`src/rtl/conv_sync_pkg.sv`:
```
// Package: shared types and constants of the synchronization sequencer.
// Assumes: settling lengths are at least 2 ticks.
package conv_sync_pkg;

    // Sequencer states: settling, data valid, held by sync, locked out.
    typedef enum logic [1:0] {
        SQ_SETTLE = 2'd0,
        SQ_VALID  = 2'd1,
        SQ_HALT   = 2'd2,
        SQ_LOST   = 2'd3
    } seq_state_t;

    // Settling lengths in conversion periods for each format.
    localparam int unsigned STROBE_SETTLE = 129;
    localparam int unsigned FRAME_SETTLE  = 128;

    // Larger of two lengths, used to size counters.
    function automatic int unsigned max_len(input int unsigned a, input int unsigned b);
        return (a > b) ? a : b;
    endfunction

endpackage

```
`src/rtl/cs_sync_edge.sv`:
```
// Module: cs_sync_edge
// Brings the asynchronous active-low sync input onto the master clock through
// a STAGES-deep flop chain and flags the falling edge of the synchronised value.
// Assumes: STAGES >= 2; the chain resets to the released (high) level.
module cs_sync_edge #(
    parameter int STAGES = 2
) (
    input  logic clk,
    input  logic rst_n,
    input  logic async_n,
    output logic sync_low,
    output logic fall_pulse
);

    logic [STAGES-1:0] chain_q;
    logic              last_q;

    // Shift the raw input through the synchroniser chain.
    always_ff @(posedge clk) begin
        if (!rst_n) chain_q <= '1;
        else        chain_q <= {chain_q[STAGES-2:0], async_n};
    end

    // Remember the previous synchronised level for edge detection.
    always_ff @(posedge clk) begin
        if (!rst_n) last_q <= 1'b1;
        else        last_q <= chain_q[STAGES-1];
    end

    // Level and edge decode of the synchronised value.
    always_comb begin
        sync_low   = ~chain_q[STAGES-1];
        fall_pulse = last_q & ~chain_q[STAGES-1];
    end

endmodule

```
`src/rtl/cs_settle_ctl.sv`:
```
// Module: cs_settle_ctl
// Tracks filter settling after a sync release. The counter advances only on
// conversion ticks, restarts on any new sync, and a clock-loss indication
// locks the block out until a sync pulse is seen.
// Assumes: sync_low is already synchronised; the length is picked from the live format.
module cs_settle_ctl
    import conv_sync_pkg::*;
#(
    parameter int unsigned STROBE_LEN = STROBE_SETTLE,
    parameter int unsigned FRAME_LEN  = FRAME_SETTLE,
    parameter int unsigned CW         = $clog2(max_len(STROBE_LEN, FRAME_LEN))
) (
    input  logic          clk,
    input  logic          rst_n,
    input  logic          sync_low,
    input  logic          fmt_frame,
    input  logic          period_tick,
    input  logic          clk_lost,
    output logic          valid,
    output logic [CW-1:0] cnt_o
);

    localparam logic [CW-1:0] STROBE_LAST = CW'(STROBE_LEN - 1);
    localparam logic [CW-1:0] FRAME_LAST  = CW'(FRAME_LEN - 1);

    seq_state_t    state_q;
    logic [CW-1:0] cnt_q;
    logic          last_tick;

    // Detect the tick that completes the settling period.
    always_comb begin
        last_tick = (cnt_q == (fmt_frame ? FRAME_LAST : STROBE_LAST));
    end

    // Sequencer: sync dominates, then clock loss, then normal settling.
    always_ff @(posedge clk) begin
        if (!rst_n) begin
            state_q <= SQ_SETTLE;
            cnt_q   <= '0;
        end else if (sync_low) begin
            state_q <= SQ_HALT;
            cnt_q   <= '0;
        end else if (clk_lost) begin
            state_q <= SQ_LOST;
            cnt_q   <= '0;
        end else begin
            case (state_q)
                SQ_HALT: begin
                    state_q <= SQ_SETTLE;
                    cnt_q   <= '0;
                end
                SQ_SETTLE: begin
                    if (period_tick) begin
                        if (last_tick) begin
                            state_q <= SQ_VALID;
                            cnt_q   <= '0;
                        end else begin
                            cnt_q <= cnt_q + 1'b1;
                        end
                    end
                end
                default: begin
                    state_q <= state_q;
                    cnt_q   <= '0;
                end
            endcase
        end
    end

    // Valid data only in the valid state and never while sync is low.
    always_comb begin
        valid = (state_q == SQ_VALID) && !sync_low;
        cnt_o = cnt_q;
    end

endmodule

```
`src/rtl/cs_out_fmt.sv`:
```
// Module: cs_out_fmt
// Maps the sequencer's valid flag onto the selected output format and fans
// the filter clear out to every channel.
// Assumes: all channels share the master clock and the sync control.
module cs_out_fmt #(
    parameter int NUM_CH = 8
) (
    input  logic              valid,
    input  logic              fmt_frame,
    input  logic              sync_low,
    input  logic              fall_pulse,
    output logic              ready_n,
    output logic              data_gate,
    output logic              clear_pulse,
    output logic [NUM_CH-1:0] ch_clear
);

    // Format decode: each format keeps the other's indication inactive.
    always_comb begin
        ready_n     = fmt_frame ? 1'b1 : ~valid;
        data_gate   = fmt_frame ? valid : 1'b1;
        clear_pulse = fall_pulse;
    end

    // One clear line per channel, all driven by the same sequencer.
    for (genvar ch = 0; ch < NUM_CH; ch++) begin : g_ch
        assign ch_clear[ch] = sync_low;
    end

endmodule

```
`src/rtl/conv_sync_seq.sv`:
```
// Module: conv_sync_seq (top)
// Synchronization and data-ready sequencer for a multi-channel converter:
// synchronises the sync pulse, clears the filter counters, waits out filter
// settling and signals valid data in strobe or frame format.
// Assumes: period_tick is a one-cycle pulse on the master clock.
module conv_sync_seq
    import conv_sync_pkg::*;
#(
    parameter int          NUM_CH      = 8,
    parameter int          SYNC_STAGES = 2,
    parameter int unsigned STROBE_LEN  = STROBE_SETTLE,
    parameter int unsigned FRAME_LEN   = FRAME_SETTLE
) (
    input  logic              clk,
    input  logic              rst_n,
    input  logic              sync_n_in,
    input  logic              fmt_frame,
    input  logic              period_tick,
    input  logic              clk_lost,
    output logic              ready_n,
    output logic              data_gate,
    output logic              clear_pulse,
    output logic [NUM_CH-1:0] ch_clear
);

    localparam int unsigned MAX_LEN = max_len(STROBE_LEN, FRAME_LEN);
    localparam int unsigned CW      = $clog2(MAX_LEN);

    logic          sync_low;
    logic          fall_pulse;
    logic          valid;
    logic [CW-1:0] settle_cnt;

    cs_sync_edge #(
        .STAGES (SYNC_STAGES)
    ) u_sync (
        .clk        (clk),
        .rst_n      (rst_n),
        .async_n    (sync_n_in),
        .sync_low   (sync_low),
        .fall_pulse (fall_pulse)
    );

    cs_settle_ctl #(
        .STROBE_LEN (STROBE_LEN),
        .FRAME_LEN  (FRAME_LEN),
        .CW         (CW)
    ) u_settle (
        .clk         (clk),
        .rst_n       (rst_n),
        .sync_low    (sync_low),
        .fmt_frame   (fmt_frame),
        .period_tick (period_tick),
        .clk_lost    (clk_lost),
        .valid       (valid),
        .cnt_o       (settle_cnt)
    );

    cs_out_fmt #(
        .NUM_CH (NUM_CH)
    ) u_fmt (
        .valid       (valid),
        .fmt_frame   (fmt_frame),
        .sync_low    (sync_low),
        .fall_pulse  (fall_pulse),
        .ready_n     (ready_n),
        .data_gate   (data_gate),
        .clear_pulse (clear_pulse),
        .ch_clear    (ch_clear)
    );

endmodule

```
`config.mk`:
```
export PLATFORM = sky130hd
export DESIGN_NAME = conv_sync_seq
export DESIGN_NICKNAME = d
export VERILOG_FILES = /design/src/rtl/conv_sync_pkg.sv /design/src/rtl/cs_sync_edge.sv /design/src/rtl/cs_settle_ctl.sv /design/src/rtl/cs_out_fmt.sv /design/src/rtl/conv_sync_seq.sv
export SDC_FILE = /design/constraint.sdc
export NUM_CORES = 1
export LEC_CHECK = 0
export ABC_CLOCK_PERIOD_IN_PS = 4090
export BUFFER_PORTS_ARGS = -buffer_cell sky130_fd_sc_hd__buf_4
export CORE_ASPECT_RATIO = 0.9
export CORE_MARGIN = 2
export CORE_UTILIZATION = 40
export DETAILED_ROUTE_END_ITERATION = 10
export GPL_TIMING_DRIVEN = 0
export PLACE_DENSITY_LB_ADDON = 0.15
export SLEW_MARGIN = 0
export SYNTH_ARGS = -nofsm -noshare
export SYNTH_HDL_FRONTEND = slang
export SYNTH_SLANG_ARGS = --single-unit
```
`constraint.sdc`:
```
create_clock -name clk -period 4.09 [get_ports clk]
set_clock_uncertainty 0.05 [all_clocks]
set_input_delay 0 -clock clk [delete_from_list [all_inputs] [get_ports clk]]
set_output_delay 0 -clock clk [all_outputs]
set_load 0.1 [all_outputs]
```
After elaboration in Yosys (flattened, before gate mapping)
Cells that the tools add are included.

storage, ports and cells
  register bits after elaboration = 13
  bits of input ports = 6
  output and inout port bits = 11
  logic and storage cells = 35

cells by class
  add/sub/neg operators = 1
  eq/ne operators = 8
  mux-type cells = 9
  bitwise operators = 5
  reductions and logical operators = 7

operator list
  operator             number
  $mux 8               2
  $add 8x1->8 const B  1
  $eq 8x8->1           1
  $mux 2               4
  $reduce_and 3->1     2
  $ne 4x2->1 const B   1
  $ne 4x3->1 const B   1
  $ne 4x4->1 const B   1
  $not 1->1            4
  $pmux 2 s2           1
  $reduce_or 4->1      1
  $ne 3x2->1 const B   1
  $ne 3x3->1 const B   1
  $reduce_bool 3->1    1
  $eq 2x1->1 const B   1
  $eq 2x2->1 const B   1
  $logic_not 2->1      1
  $mux 1               2
  $reduce_and 2->1     1
  $and 1x1->1          1
  $logic_and 1x1->1    1

Depth between registers and ports, before layout
  depth after elaboration = 7
  depth in mapped cells = 5
  depth with buffers taken out = 5

Cells and area by module
From an unflattened synthesis, not the netlist that was laid out.

unflattened totals
  cells, all modules = 69
  area, all modules = 656.9 sq um

modules (own cells, without submodules)
  module         times used  cells each  area an instance (sq um)  sequential area each (sq um)
  cs_settle_ctl  1           50          488.0                     200.2
  cs_sync_edge   1           8           88.8                      60.1
  cs_out_fmt     1           11          80.1                      0.0

Least setup slack after synthesis
OpenSTA, ideal clock, no wires.

  path kind = register -> output
  start = register u_sync.chain_q[1]
  end = output port clear_pulse
  arrival time = 1652 ps
  data required time = 4040 ps
  path slack = 2388 ps
  stages on the path, launching flop included = 2
  buffers on the path = 0
  cell sequence = dfxtp_1 -> nor2b_1

on the way
  word-level cells in the longest chain between the ends = 2

ends and longest elaborated chain
  element                 line                 text
  start, declared         cs_sync_edge.sv:15   logic [STAGES-1:0] chain_q;
  start signal, assigned  cs_sync_edge.sv:21   else chain_q <= {chain_q[STAGES-2:0], async_n};
  $not 1->1 (no line)     -
  $and 1x1->1             cs_sync_edge.sv:33   fall_pulse = last_q & ~chain_q[STAGES-1];
  end, declared           conv_sync_seq.sv:22  output logic clear_pulse,

No other way between the ends.

Final worst setup path
  start = register u_settle.cnt_q[2], in the netlist u_settle.cnt_o[2]
  end = register u_settle.cnt_q[7], in the netlist u_settle.cnt_o[7]

on the way
  word-level cells in the longest chain between the ends = 2
  elaborated cells between the ends (all ways) = 3
  those cells by class = 1 x add/sub; 1 x eq/ne; 1 x mux

ends and longest elaborated chain
  element                                    line                                      text
  start, declared                            cs_settle_ctl.sv:27                       logic [CW-1:0] cnt_q;
  start signal, assigned                     cs_settle_ctl.sv:58                       cnt_q <= cnt_q + 1'b1;
  $add 8x1->8 or $eq 8x8->1 (tied branches)  cs_settle_ctl.sv:58, cs_settle_ctl.sv:32
  $mux 8 *                                   cs_settle_ctl.sv:54                       if (last_tick) begin

Every way passes the cells marked *; elsewhere a longest branch is shown, timed or not.
A chain may end at the register's enable or synchronous reset.

==> metrics <==
outcome finished clean; r2r setup slk between 2000 and 3000 ps; Synth area leaders dfxtp_1, buf_4, nor2_1, xnor2_1, xor2_1; Rel. slew slack between 80% and 90%; first-pass GRT wire length around 1900 microns; initial drt markers 9; clock tree buffer depth 2; num rows 13; GP Congestion ~0.77; adder-cell share of the synthesized area under 10%; pin count of the biggest net entering global routing 11; Final ANT Viol Nets 0; Congestion Overflow GR 0; clk sinks 13; register area share after synthesis about two fifths; n_diodes 0; xor and xnor area share after synthesis under 10%; WP data arrival 1640 ps; commonest non-fill, non-tap cell in the layout buf_4; CP startpoint kind flip-flop; Cells after DPL 100; Initial Util a little over two fifths; Final setup viols 0; mean cell area of the mapped netlist around 9 sq um; DIE HEIGHT between 40 and 50 microns; worst skew pair latency 270 ps; vias about 510; root buffer cell clkbuf_4; critical path startpoint u_settle.cnt_o[2]; drt pass-1 iters 4; Die Wd between 40 and 50 microns; Tot GR Track Use between 10% and 20%; mapped cell area ~630 sq um; CP max FO 8; initial antenna violation count 0; vias in the first global route between 400 and 500; port bufs 15; Setup TNS Final 0 ps; fin crit share approximately 37%; CP Capture Type flip-flop; hold path cells 3; Worst EP required roughly 4200 ps; final core utilization approximately 56%; final routed DRC violation total 0; Nets roughly 100; fin. max-slew vios 0; syn_nets between 70 and 80; Critical R2R Launch u_settle.cnt_o[2]; Detailed Route WL around 1100 microns; clock transition at the registers of the reported paths roughly 80 ps; drt via density between 4 and 5; Max VDD drop 0.182 mV; Post-Synthesis Cells 70; wire length per cell 10.1 microns; Post-Synth Simple-Gate Area 29.6%; Cell Count, Final, Fillers Out about 110; DIE AREA ~1900 sq um; core area roughly 1500 sq um; Synth Area in Compound Gates 4.17%; CTS H-tree depth 1; cells on worst reg2reg path 4; PD cells roughly 330 nW/um^2; total leakage power ~0.37 nW; Hold Fails Final Rpt 0; CP endpoint u_settle.cnt_o[7]; most frequent cells in the layout buf_4, dfxtp_1, nor2_1; io pins 17; Netlist cell types 24; share of cells above drive strength 1 33.3%; hold slack 38.3 ps; post-synthesis mux area share between 1.5 and 2%; RSZ-0062 raised after global routing no; Detail Placement HPWL just over 800 microns; CTS buffer count 3; top-area cell type share of the netlist area 41.4%; Yosys warnings 0; Synth-to-Final Area Change 31.4%; critical path type reg -> reg; Max-Cap Viols 0; largest family of logic cells by synthesized area simple AND/OR/NAND/NOR gates; worst slew pin tran about 270 ps; Max Fclk roughly 650 MHz; overall power 275 uW; Hold Crit Class in -> reg; Seq cells post-synth 13; post-synth top area cell dfxtp_1; CTS tree yes; minimum clock period roughly 1500 ps; postcts setup bufs 0; r2r endpoint u_settle.cnt_o[7]
-- how the worst min path moves through the flow --
stage / startpoint / end / slack (ps)
detailed placement: sync_n_in / u_sync.chain_q[0] / 140
global placement: sync_n_in / u_sync.chain_q[0] / 140
global route: period_tick / u_settle.cnt_o[1] / 30
finish: period_tick / u_settle.cnt_o[0] / 40
CTS: period_tick / u_settle.cnt_o[0] / 30
floorplan: rst_n / u_sync.last_q / 20
-- state kept, by name (all words and copies together) (netlist names) --
name / cells
u_settle.cnt_o: 8
u_settle.state_q: 2
u_sync.chain_q: 2
u_sync.last_q: 1
-- per-layer routing --
metal / share of wire, % / vias up / GRT usage (%)
met5: 0 / - / 0
met2: 39 / 18 / 17.7
met4: 1.4 / 0 / 5.14
met1: 52 / 221 / 18.5
li1: - / 273 / -
met3: 7.2 / 2 / 4.35
-- cells in the mapped netlist (all sizes together) --
library cell,count
buf,9
ha,1
or4,1
a211oi,1
mux2i,1
nand3,2
inv,2
a21oi,1
o311a,1
nand4b,1
nor2b,3
dfxtp,13
nand4,4
nor2,12
nor4b,1
xor2,3
xnor2,4
nand2b,2
nand2,6
nor4,1
and3,1
-- metrics by stage --
stage,setup slack [ps],instance area [sq um]
2_1_floorplan,2390,629
3_3_place_gp,2570,761
3_5_place_dp,2570,761
6_report,2560,827
5_1_grt,2490,827
4_1_cts,2560,827
-- where the power goes --
group          switching (mW)  internal [mW]  leakage, nW
combinational          0.0455         0.0194        0.247
clock                  0.0402         0.0377       0.0150
sequential            0.00267          0.129        0.106
-- critical path, cell delays in order, from the launching register on --
cell and delay (ps):
dfxtp_1 430, nand4_2 170, or4_4 520, nand3_2 170
nor2_1 70
-- layout make-up --
cell class / instances / area, sq um
inverter: 2 / 7.51
clock buffer: 4 / 26.3
tap: 15 / 18.8
timing repair buffer: 19 / 153
multi-input combinational: 46 / 297
fill: 144 / 637
sequential: 13 / 260
buffer: 9 / 65.1
-- cell families (layout without fill, tap and decap cells) --
logic type | count (synthesis) | in the layout
buffers and inverters | 11 | 34
adders and majority gates | 1 | 1
AOI/OAI and AO/OA | 3 | 3
xor gates and xnor gates | 7 | 7
muxes | 1 | 1
DFF | 13 | 13
and+or+nand+nor | 34 | 34
-- repair_timing --
item                                   in CTS  in global routing
endpoints found under the hold margin       5                  0
gates resized for setup                     0                  0
setup endpoints to repair                   0                  0
hold buffers                                4                  0
(Power assumes the default switching activity.)
